$ cat config.mk
export PLATFORM = sky130hd
export DESIGN_NAME = spi_idle_irq
export DESIGN_NICKNAME = d
export VERILOG_FILES = /design/src/rtl/spi_idle_irq_pkg.sv /design/src/rtl/spi_idle_irq_tx_sel.sv /design/src/rtl/spi_idle_irq_edge.sv /design/src/rtl/spi_idle_irq_w1c.sv /design/src/rtl/spi_idle_irq.sv
export SDC_FILE = /design/constraint.sdc
export NUM_CORES = 1
export LEC_CHECK = 0
export BUFFER_PORTS_ARGS = -buffer_cell sky130_fd_sc_hd__clkbuf_2
export CAP_MARGIN = 20
export CORE_MARGIN = 2
export CORE_UTILIZATION = 30
export DETAILED_ROUTE_END_ITERATION = 6
export PLACE_DENSITY = 0.86
export SLEW_MARGIN = 25
export SYNTH_ARGS = -nofsm -noshare
export SYNTH_HDL_FRONTEND = slang
export SYNTH_HIERARCHICAL = 1
export SYNTH_SLANG_ARGS = --single-unit
$ cat constraint.sdc
create_clock -name clk -period 0.9 [get_ports clk]
set_input_delay 0.09 -clock clk [delete_from_list [all_inputs] [get_ports clk]]
set_output_delay 0.09 -clock clk [all_outputs]
set_load 0.05 [all_outputs]
$ cat src/rtl/spi_idle_irq_pkg.sv
package spi_idle_irq_pkg;

   localparam int EVT_RX  = 0;
   localparam int EVT_TX  = 1;
   localparam int EVT_NUM = 2;

   typedef logic [EVT_NUM-1:0] evt_vec_t;

endpackage

$ cat src/rtl/spi_idle_irq_tx_sel.sv
module spi_idle_irq_tx_sel (
   input  logic mode_master,
   input  logic txq_empty,
   input  logic shift_active,
   input  logic cs_idle,
   output logic tx_idle
);
   // master: queue drained and shifter stopped; slave: chip select released
   always_comb begin
      if (mode_master) tx_idle = txq_empty & ~shift_active;
      else             tx_idle = cs_idle;
   end
endmodule

$ cat src/rtl/spi_idle_irq_edge.sv
module spi_idle_irq_edge (
   input  logic clk,
   input  logic rst_n,
   input  logic idle_now,
   output logic fire
);
   logic idle_q;

   // reset to idle so leaving reset is not a transition
   always_ff @(posedge clk or negedge rst_n) begin
      if (!rst_n) idle_q <= 1'b1;
      else        idle_q <= idle_now;
   end

   assign fire = idle_now & ~idle_q;
endmodule

$ cat src/rtl/spi_idle_irq_w1c.sv
module spi_idle_irq_w1c #(
   parameter int WIDTH = 2
) (
   input  logic             clk,
   input  logic             rst_n,
   input  logic [WIDTH-1:0] set_i,
   input  logic [WIDTH-1:0] clr_i,
   output logic [WIDTH-1:0] q
);
   generate
      for (genvar b = 0; b < WIDTH; b++) begin : g_bit
         always_ff @(posedge clk or negedge rst_n) begin
            if (!rst_n)        q[b] <= 1'b0;
            else if (set_i[b]) q[b] <= 1'b1;   // a new event beats a clear
            else if (clr_i[b]) q[b] <= 1'b0;
         end
      end
   endgenerate
endmodule

$ cat src/rtl/spi_idle_irq.sv
module spi_idle_irq
   import spi_idle_irq_pkg::*;
#(
   parameter int DATA_W        = 32,
   parameter int ADDR_W        = 4,
   parameter int STATUS_ADDR   = 0,
   parameter int ENABLE_ADDR   = 1,
   parameter bit CS_ACTIVE_LOW = 1'b1
) (
   input  logic              clk,
   input  logic              rst_n,
   input  logic              mode_master,
   input  logic              txq_empty,
   input  logic              shift_active,
   input  logic              chip_sel,
   input  logic [ADDR_W-1:0] bus_addr,
   input  logic              bus_wr,
   input  logic [DATA_W-1:0] bus_wdata,
   output logic [DATA_W-1:0] bus_rdata,
   output logic              irq_out
);
   localparam logic [ADDR_W-1:0] STS_A = ADDR_W'(STATUS_ADDR);
   localparam logic [ADDR_W-1:0] EN_A  = ADDR_W'(ENABLE_ADDR);

   generate
      if (DATA_W <= EVT_NUM) begin : g_bad_width
         $error("spi_idle_irq: DATA_W must exceed the event count");
      end
      if (STATUS_ADDR == ENABLE_ADDR) begin : g_bad_addr
         $error("spi_idle_irq: status and enable addresses collide");
      end
      if (STATUS_ADDR >= (1 << ADDR_W) || ENABLE_ADDR >= (1 << ADDR_W)) begin : g_bad_range
         $error("spi_idle_irq: register address does not fit ADDR_W");
      end
   endgenerate

   logic cs_idle;
   generate
      if (CS_ACTIVE_LOW) begin : g_cs_low
         assign cs_idle = chip_sel;
      end else begin : g_cs_high
         assign cs_idle = ~chip_sel;
      end
   endgenerate

   logic tx_idle_now;
   logic tx_event;
   logic rx_event;

   spi_idle_irq_tx_sel u_tx_sel (
      .mode_master (mode_master),
      .txq_empty   (txq_empty),
      .shift_active(shift_active),
      .cs_idle     (cs_idle),
      .tx_idle     (tx_idle_now)
   );

   spi_idle_irq_edge u_tx_edge (
      .clk     (clk),
      .rst_n   (rst_n),
      .idle_now(tx_idle_now),
      .fire    (tx_event)
   );

   spi_idle_irq_edge u_rx_edge (
      .clk     (clk),
      .rst_n   (rst_n),
      .idle_now(cs_idle),
      .fire    (rx_event)
   );

   evt_vec_t evt_set;
   evt_vec_t evt_clr;
   evt_vec_t status_q;
   evt_vec_t enable_q;
   logic     sts_wr;
   logic     en_wr;

   assign sts_wr = bus_wr && (bus_addr == STS_A);
   assign en_wr  = bus_wr && (bus_addr == EN_A);

   always_comb begin
      evt_set         = '0;
      evt_set[EVT_TX] = tx_event;
      evt_set[EVT_RX] = rx_event;
      evt_clr         = sts_wr ? bus_wdata[EVT_NUM-1:0] : '0;
   end

   spi_idle_irq_w1c #(.WIDTH(EVT_NUM)) u_status (
      .clk  (clk),
      .rst_n(rst_n),
      .set_i(evt_set),
      .clr_i(evt_clr),
      .q    (status_q)
   );

   always_ff @(posedge clk or negedge rst_n) begin
      if (!rst_n)     enable_q <= '0;
      else if (en_wr) enable_q <= bus_wdata[EVT_NUM-1:0];
   end

   logic unused_wdata_hi;
   assign unused_wdata_hi = ^bus_wdata[DATA_W-1:EVT_NUM];

   always_comb begin
      bus_rdata = '0;
      if (bus_addr == STS_A)     bus_rdata[EVT_NUM-1:0] = status_q;
      else if (bus_addr == EN_A) bus_rdata[EVT_NUM-1:0] = enable_q;
   end

   assign irq_out = |(status_q & enable_q);

endmodule

Yosys cells after proc, flatten, opt, wreduce, memory -nomap -nowiden
Index checks and enable logic that the tools add are counted.
{"block": "word_totals", "register_bits": 6, "in_bits": 43}
{"block": "classes", "n_eq_ne": 1, "n_mux": 8, "n_bitwise": 7, "reduce_logical": 6}
{"op": "$mux W2", "n": 3}
{"op": "$mux W1", "n": 5}
{"op": "$eq A4 B1 Y1 const B", "n": 1}
{"op": "$logic_not A4 Y1", "n": 1}
{"op": "$reduce_bool A2 Y1", "n": 2}
{"op": "$and A1 B1 Y1", "n": 3}
{"op": "$not A1 Y1", "n": 3}
{"op": "$and A2 B2 Y2", "n": 1}
{"op": "$logic_and A1 B1 Y1", "n": 2}
{"op": "$reduce_or A2 Y1", "n": 1}

Logic depth before layout (Yosys ltp)
Gate-level depths: netlist (run 1).
{"block": "logic_depth", "word_depth": 5, "depth_mapped": 5, "mapped_depth_nobuf": 5}

Cells and area by module
Netlist (run 1), hierarchy kept.
{"module": "spi_idle_irq", "n_inst": 1, "cells_each": 46, "area_each_um2": 384.1, "seq_area_each_um2": 50.0}
{"module": "spi_idle_irq_edge", "n_inst": 2, "cells_each": 2, "area_each_um2": 40.0, "seq_area_each_um2": 26.3}
{"module": "spi_idle_irq_w1c", "n_inst": 1, "cells_each": 6, "area_each_um2": 72.6, "seq_area_each_um2": 50.0}
{"module": "spi_idle_irq_tx_sel", "n_inst": 1, "cells_each": 3, "area_each_um2": 16.3, "seq_area_each_um2": 0.0}

Worst setup path before layout (run 1)
No wires, ideal clock.
{"block": "synth_timing", "path_kind": "input to output", "start": "input bus_addr[3]", "end": "output bus_rdata[0]", "arrival_time_ps": 1147, "required_ps": 810, "setup_slack_ps": -337, "cell_stages": 2, "n_path_buf": 0, "path_cell_list": "or3_4 nor2_1"}
{"block": "synth_between", "elab_chain_cells": 3, "elab_cells_between_ends": 4, "classes_between": "eq/ne (1); mux (2); reduce/logical (1)"}
{"item": "start: declaration", "line_no": "spi_idle_irq.sv:16", "text": "input logic [ADDR_W-1:0] bus_addr,"}
{"item": "$eq A4 B1 Y1", "line_no": "spi_idle_irq.sv:108", "text": "else if (bus_addr == EN_A) bus_rdata[EVT_NUM-1:0] = enable_q;"}
{"item": "$mux W2", "line_no": "spi_idle_irq.sv:108"}
{"item": "$mux W2 *", "line_no": "spi_idle_irq.sv:107", "text": "if (bus_addr == STS_A) bus_rdata[EVT_NUM-1:0] = status_q;"}
{"item": "end: declaration", "line_no": "spi_idle_irq.sv:19", "text": "output logic [DATA_W-1:0] bus_rdata,"}
Every way passes the cells marked *; elsewhere a longest branch is shown, timed or not.

Final worst setup path (run 1)
{"block": "layout_timing", "start": "register enable_q[0]", "end": "output irq_out"}
{"block": "layout_between", "elab_chain_cells": 2}
{"item": "start: declaration", "line_no": "spi_idle_irq.sv:75", "text": "evt_vec_t enable_q;"}
{"item": "start signal: assignment", "line_no": "spi_idle_irq.sv:99", "text": "else if (en_wr) enable_q <= bus_wdata[EVT_NUM-1:0];"}
{"item": "$and A2 B2 Y2", "line_no": "spi_idle_irq.sv:111", "text": "assign irq_out = |(status_q & enable_q);"}
{"item": "$reduce_or A2 Y1", "line_no": "spi_idle_irq.sv:111"}
{"item": "end: declaration", "line_no": "spi_idle_irq.sv:20", "text": "output logic irq_out"}
Every way passes these cells.

==> impl_results.md, run 1 <==
- Status: finished with violations
- Violated checks: negative setup slack
- Pre-CTS setup slack: -343.7 ps
- Max Root-Sink Buffers: 2
- Startpoint Class: flop
- Placer Congestion: 0.6812
- Ys flop type: dfrtp_1
- Latest clock arrival within the worst-skew pair: 240 ps
- Largest cells by area after synthesis: buf_4 (41%), dfrtp_1 (18%), dfstp_2 (9.5%), nor2b_4 (5.0%), mux2_2 (4.1%)
- Worst Setup SP: enable_q[0]
- Async SR Flop Fraction: 1.000
- Row count: 15
- Post-synth EDFFs: 0
- Wire per inst: 7.893 um
- Tcrit/Tclk final: 1.247
- Max Slew Vio Count: 0
- Hold WC Path Type: primary input to flop
- Setup CP Type: flop to output port
- Hold path startpoint: mode_master
- Total CTS buffers: 3
- Area of the multi-input gates: 277.8 um^2
- CTS tree: built
- N_diodes: 0
- Clk slew on worst S/H paths: 50 ps
- Dpl cell area: 548.0 um^2
- IO Port Bufs: 15
- Register Area: 152.6 um^2
- DP HPWL: 704.9 um
- F_max: 891.0 MHz
- Die W: 46.94 um
- Top-area cell type share of the netlist area: 0.4072
- H-tree lvl count: 1
- P_leak: 0.3264 nW
- Io pins: 76
- Area Growth Syn to Fin: 13.35%
- Mapped Cells: 59
- Comb power frac: 0.477
- Tmin final: 1122 ps
- Worst Hold Slack: 30.65 ps
- Die area: 2203 um^2
- Synth Warn #: 6
- Worst Slack Setup Final: -222.3 ps
- Worst R2R Start: u_tx_edge/idle_q
- Finished Cell Area: 626.9 um^2
- Die H: 46.94 um
- Flops & latches, synth: 6
- Global-route wire length before repair: 1.159 mm
- Crit. End Element: output port
- Layout cells sized above 1: 0.3590
- Sequential power share: 0.300
- Syn Std Cell Area: 553.0 um^2
- Final hold vios: 0
- Routed vias: 352
- Total gr overflow: 0
- Initial antenna violation count: 0
- Clk network pwr share: 0.223
- Total Power: 1.093 mW
- Initial Utilization: 0.3203
- Post-Route Utilization: 0.3630
- Gr usage total: 0.07868
- Pre-antenna DRT Iters: 2
- Syn Area/Cell: 9.373 um^2
- Vias in the first global route: 313
- Num Clock Sinks: 6
- Most frequent cell after synthesis: buf_4
- Peak VDD IR: 0.0005698 V
- Final wirelength: 813 um
- RSZ-0062 raised after global routing: yes
- Final ANT Viol Nets: 0
- Iteration-0 DRC Markers: 6
- Vias/cell: 3.417
- Detailed-route DRC error count: 0
- Final setup viols: 5
- Clock skew: 4.862 ps
- Worst path arrival time: 1030 ps
- Int Power: 0.5819 mW
- WP data required: 810 ps
- # fillers: 185
- Synth area leader: buf_4
- Largest net degree at the start of global routing: 7
- Sw Share: 0.4677
- Power Dens Cells: 1744 nW/um^2
- Post-CTS setup buffer count: 0
- Core area: 1727 um^2
- Worst-path fanout max: 3
- Synth unique cells: 18
- Max-cap violations: 0
- Register area share after synthesis: 0.2760
- Nets: 123
- Psw: 0.5113 mW
- Clock Tree Root: clkbuf_4
- Synth top cells by count: buf_4 (30), dfrtp_1 (4), inv_1 (3)
-- power groups by stage --
| stage | clock [mW] | sequential [mW] | combinational, mW |
|---|---|---|---|
| after floorplan | 0 | 0.327 | 0.511 |
| after global placement | 0 | 0.330 | 0.462 |
| after detailed placement | 0 | 0.332 | 0.467 |
| after CTS | 0.260 | 0.328 | 0.504 |
| after global routing | 0.283 | 0.332 | 0.548 |
| final | 0.244 | 0.328 | 0.521 |
-- worst paths after layout --
check / endpoint / slack, ps / cells past startpoint
min in group asynchronous: u_status/q[0] / 210 / 2
setup reg to reg: u_status/q[1] / 70 / 2
max in group asynchronous: u_rx_edge/idle_q / 460 / 2
hold reg to reg: u_status/q[0] / 520 / 1
setup / recovery: irq_out / -220 / 2
hold / removal: u_tx_edge/idle_q / 30 / 2
-- metrics by stage --
step                TNS, ps  instances
finish               -781.1        103
global route          -1004        103
CTS                  -852.9        103
detailed placement    -1085         98
global placement     -920.3         98
floorplan            -547.3         88
-- timing repair --
| item | 4_1_cts | 5_1_grt |
|---|---|---|
| setup endpoints to repair | 5 | 5 |
| pin swaps | 2 | 1 |
| gates resized for setup | 6 | 4 |
| gates cloned | 0 | 0 |
| endpoints found under the hold margin | 7 | 0 |
| hold buffers | 2 | 0 |
-- flip-flops by register name, summed over array words and instances (netlist names) --
register          count
u_status/q            2
u_tx_edge/idle_q      1
enable_q              2
u_rx_edge/idle_q      1
-- critical path, stage by stage (launching register included) --
cell	delay [ps]
dfrtp_1	380
a22o_1	260
buf_8	150
-- metal layers --
layer  global-route usage  routed length [um]
met5                    0                   0
met4              0.05000                   0
met3              0.03462                 105
met2               0.1397                 433
met1              0.07277                 274
-- cells in the final DEF (no fill, tap or decap) --
master / count
nand3_1: 1
inv_1: 3
nor3_1: 1
nor2_2: 2
o21ai_1: 1
dfstp_2: 2
dlygate4sd3_1: 2
clkbuf_4: 3
nor2b_4: 2
mux2i_1: 2
mux2_2: 2
and2_1: 2
buf_8: 3
nand3b_1: 1
nor3b_2: 1
or3_4: 1
clkbuf_2: 11
a21o_1: 2
buf_6: 1
a22o_1: 1
conb_1: 30
dfrtp_1: 4
-- cell type report --
type	instances	area share
well taps	25	0.04990
clock buffers	3	0.03593
multi-input cells	49	0.4431
flip-flops and latches	6	0.2435
inverters	3	0.01796
repair buffers	17	0.2096
-- cells by family (layout without fill, tap and decap cells) --
group,after synthesis,in the layout,synth area share
buf+inv,33,23,0.4276
flops,6,6,0.2760
mux,4,4,0.07692
other cells,1,30,0.006781
simple gates,11,11,0.1606
compound gates,4,4,0.05202
Note: power is estimated with default switching activity, not from simulation.
==> inputs of run 2 (changes only) <==
--- a/config.mk
+++ b/config.mk
@@ -9,6 +9,7 @@
 export CAP_MARGIN = 20
 export CORE_MARGIN = 2
 export CORE_UTILIZATION = 30
+export CTS_BUF_LIST = sky130_fd_sc_hd__clkbuf_16
 export DETAILED_ROUTE_END_ITERATION = 6
 export PLACE_DENSITY = 0.86
 export SLEW_MARGIN = 25
==> impl_results.md, run 2 (same netlist as run 1, synthesis figures left out) <==
- Status: finished with violations
- Violated checks: negative setup slack
- Placer Congestion: 0.6812
- Pre-CTS setup slack: -343.7 ps
- Detailed-route DRC error count: 0
- Power Dens Cells: 2289 nW/um^2
- WP buf/inv: 1
- Io pins: 76
- Final ANT Viol Nets: 0
- Leading cell type in the layout, fill and taps excluded: conb_1
- Global-route wire length before repair: 1.173 mm
- Slowest-stage cell, CP: dfrtp_1
- Tmin final: 1108 ps
- Total CTS buffers: 3
- N_diodes: 0
- Vias/cell: 3.388
- Gr usage total: 0.07946
- Largest net degree at the start of global routing: 7
- Largest regs: enable_q: 2 flops, u_status/q: 2 flops
- DP HPWL: 704.9 um
- Num Clock Sinks: 6
- Max Root-Sink Buffers: 2
- # fillers: 178
- Sequential power share: 0.212
- Clock Tree Root: clkbuf_16
- Startpoint Class: flop
- Area Growth Syn to Fin: 22.85%
- Routed vias: 349
- Total gr overflow: 0
- IO Port Bufs: 15
- F_max: 902.3 MHz
- CTS tree: built
- H-tree lvl count: 1
- Die W: 46.94 um
- Layout cells sized above 1: 0.3590
- Worst-path fanout max: 3
- Highest cell delay on the worst timing path: 380 ps
- Max Slew Vio Count: 0
- RSZ-0062 raised after global routing: yes
- Crit-path cells: a22o_1 > buf_8
- Peak VDD IR: 0.001251 V
- Hold WC Path Type: primary input to flop
- Setup CP Type: flop to output port
- Vias in the first global route: 319
- Crit. End Element: output port
- Most frequent cells in the layout: conb_1 (30), clkbuf_2 (11), dfrtp_1 (4)
- Worst Slack Setup Final: -208.3 ps
- Clk slew on worst S/H paths: 30 ps
- Pre-antenna DRT Iters: 3
- Core area: 1727 um^2
- P_leak: 0.3496 nW
- Latest clock arrival within the worst-skew pair: 220 ps
- Max-cap violations: 0
- Clk network pwr share: 0.453
- Final setup viols: 5
- Final wirelength: 813 um
- CP delay by family, top: flip-flops
- Worst Hold Slack: 49.57 ps
- Clock skew: 0.3049 ps
- Iteration-0 DRC Markers: 6
- Psw: 0.5543 mW
- Wire per inst: 7.893 um
- Post-Route Utilization: 0.3935
- Sw Share: 0.3564
- Initial Utilization: 0.3203
- Tcrit/Tclk final: 1.231
- Int Power: 1.001 mW
- Initial antenna violation count: 0
- WP data required: 810 ps
- Final setup TNS: -764.2 ps
- Final hold vios: 0
- Row count: 15
- Die H: 46.94 um
- Die area: 2203 um^2
- Worst path arrival time: 1020 ps
- Comb power frac: 0.335
- Nets: 123
## run 2: cell counts in the layout (fill, tap and decap cells not counted)
No cell type changed its count.
## run 2: routing by layer
layer  routed length, um  share of wire  GRT usage
met5                   0              0          0
met4                   0              0    0.06667
met3                 106           0.13    0.02308
met2                 428           0.53     0.1425
met1                 278           0.34    0.07277
## run 2: layout make-up
cell class,instances,area [um^2],area share
clock buffers,3,75.07,0.1105
inverters,3,11.26,0.01657
multi-input cells,49,277.8,0.4088
flip-flops and latches,6,152.6,0.2247
well taps,25,31.28,0.04604
repair buffers,17,131.4,0.1934
## run 2: stage by stage
stage	instances	power (mW)	instance area, um^2
after CTS	103	1.556	669.4
after floorplan	88	0.8385	666.9
final	103	1.555	679.4
after global placement	98	0.7918	548.0
after global routing	103	1.625	679.4
after detailed placement	98	0.7993	548.0
## run 2: final timing paths
| path | startpoint | end | slack (ps) | cells past startpoint |
|---|---|---|---|---|
| min in group asynchronous | rst_n | u_status/q[0] | 230 | 2 |
| hold reg to reg | u_status/q[0] | u_status/q[0] | 520 | 1 |
| hold / removal | mode_master | u_tx_edge/idle_q | 50 | 2 |
| max in group asynchronous | rst_n | u_rx_edge/idle_q | 450 | 2 |
| setup / recovery | enable_q[0] | irq_out | -210 | 2 |
| setup reg to reg | u_rx_edge/idle_q | u_status/q[0] | 70 | 2 |
## run 2: what timing repair did
item,4_1_cts,5_1_grt
endpoints found under the setup margin,5,5
buffers inserted,0,0
endpoints found under the hold margin,7,0
hold buffers,2,0
pin swaps,2,0
gates resized for setup,6,4
## run 2: power by group through the flow
stage	registers [mW]	clock network (mW)	logic, mW
after floorplan	0.327	0	0.511
after global placement	0.330	0	0.462
after detailed placement	0.332	0	0.467
after CTS	0.329	0.723	0.504
after global routing	0.333	0.744	0.548
final	0.329	0.705	0.521
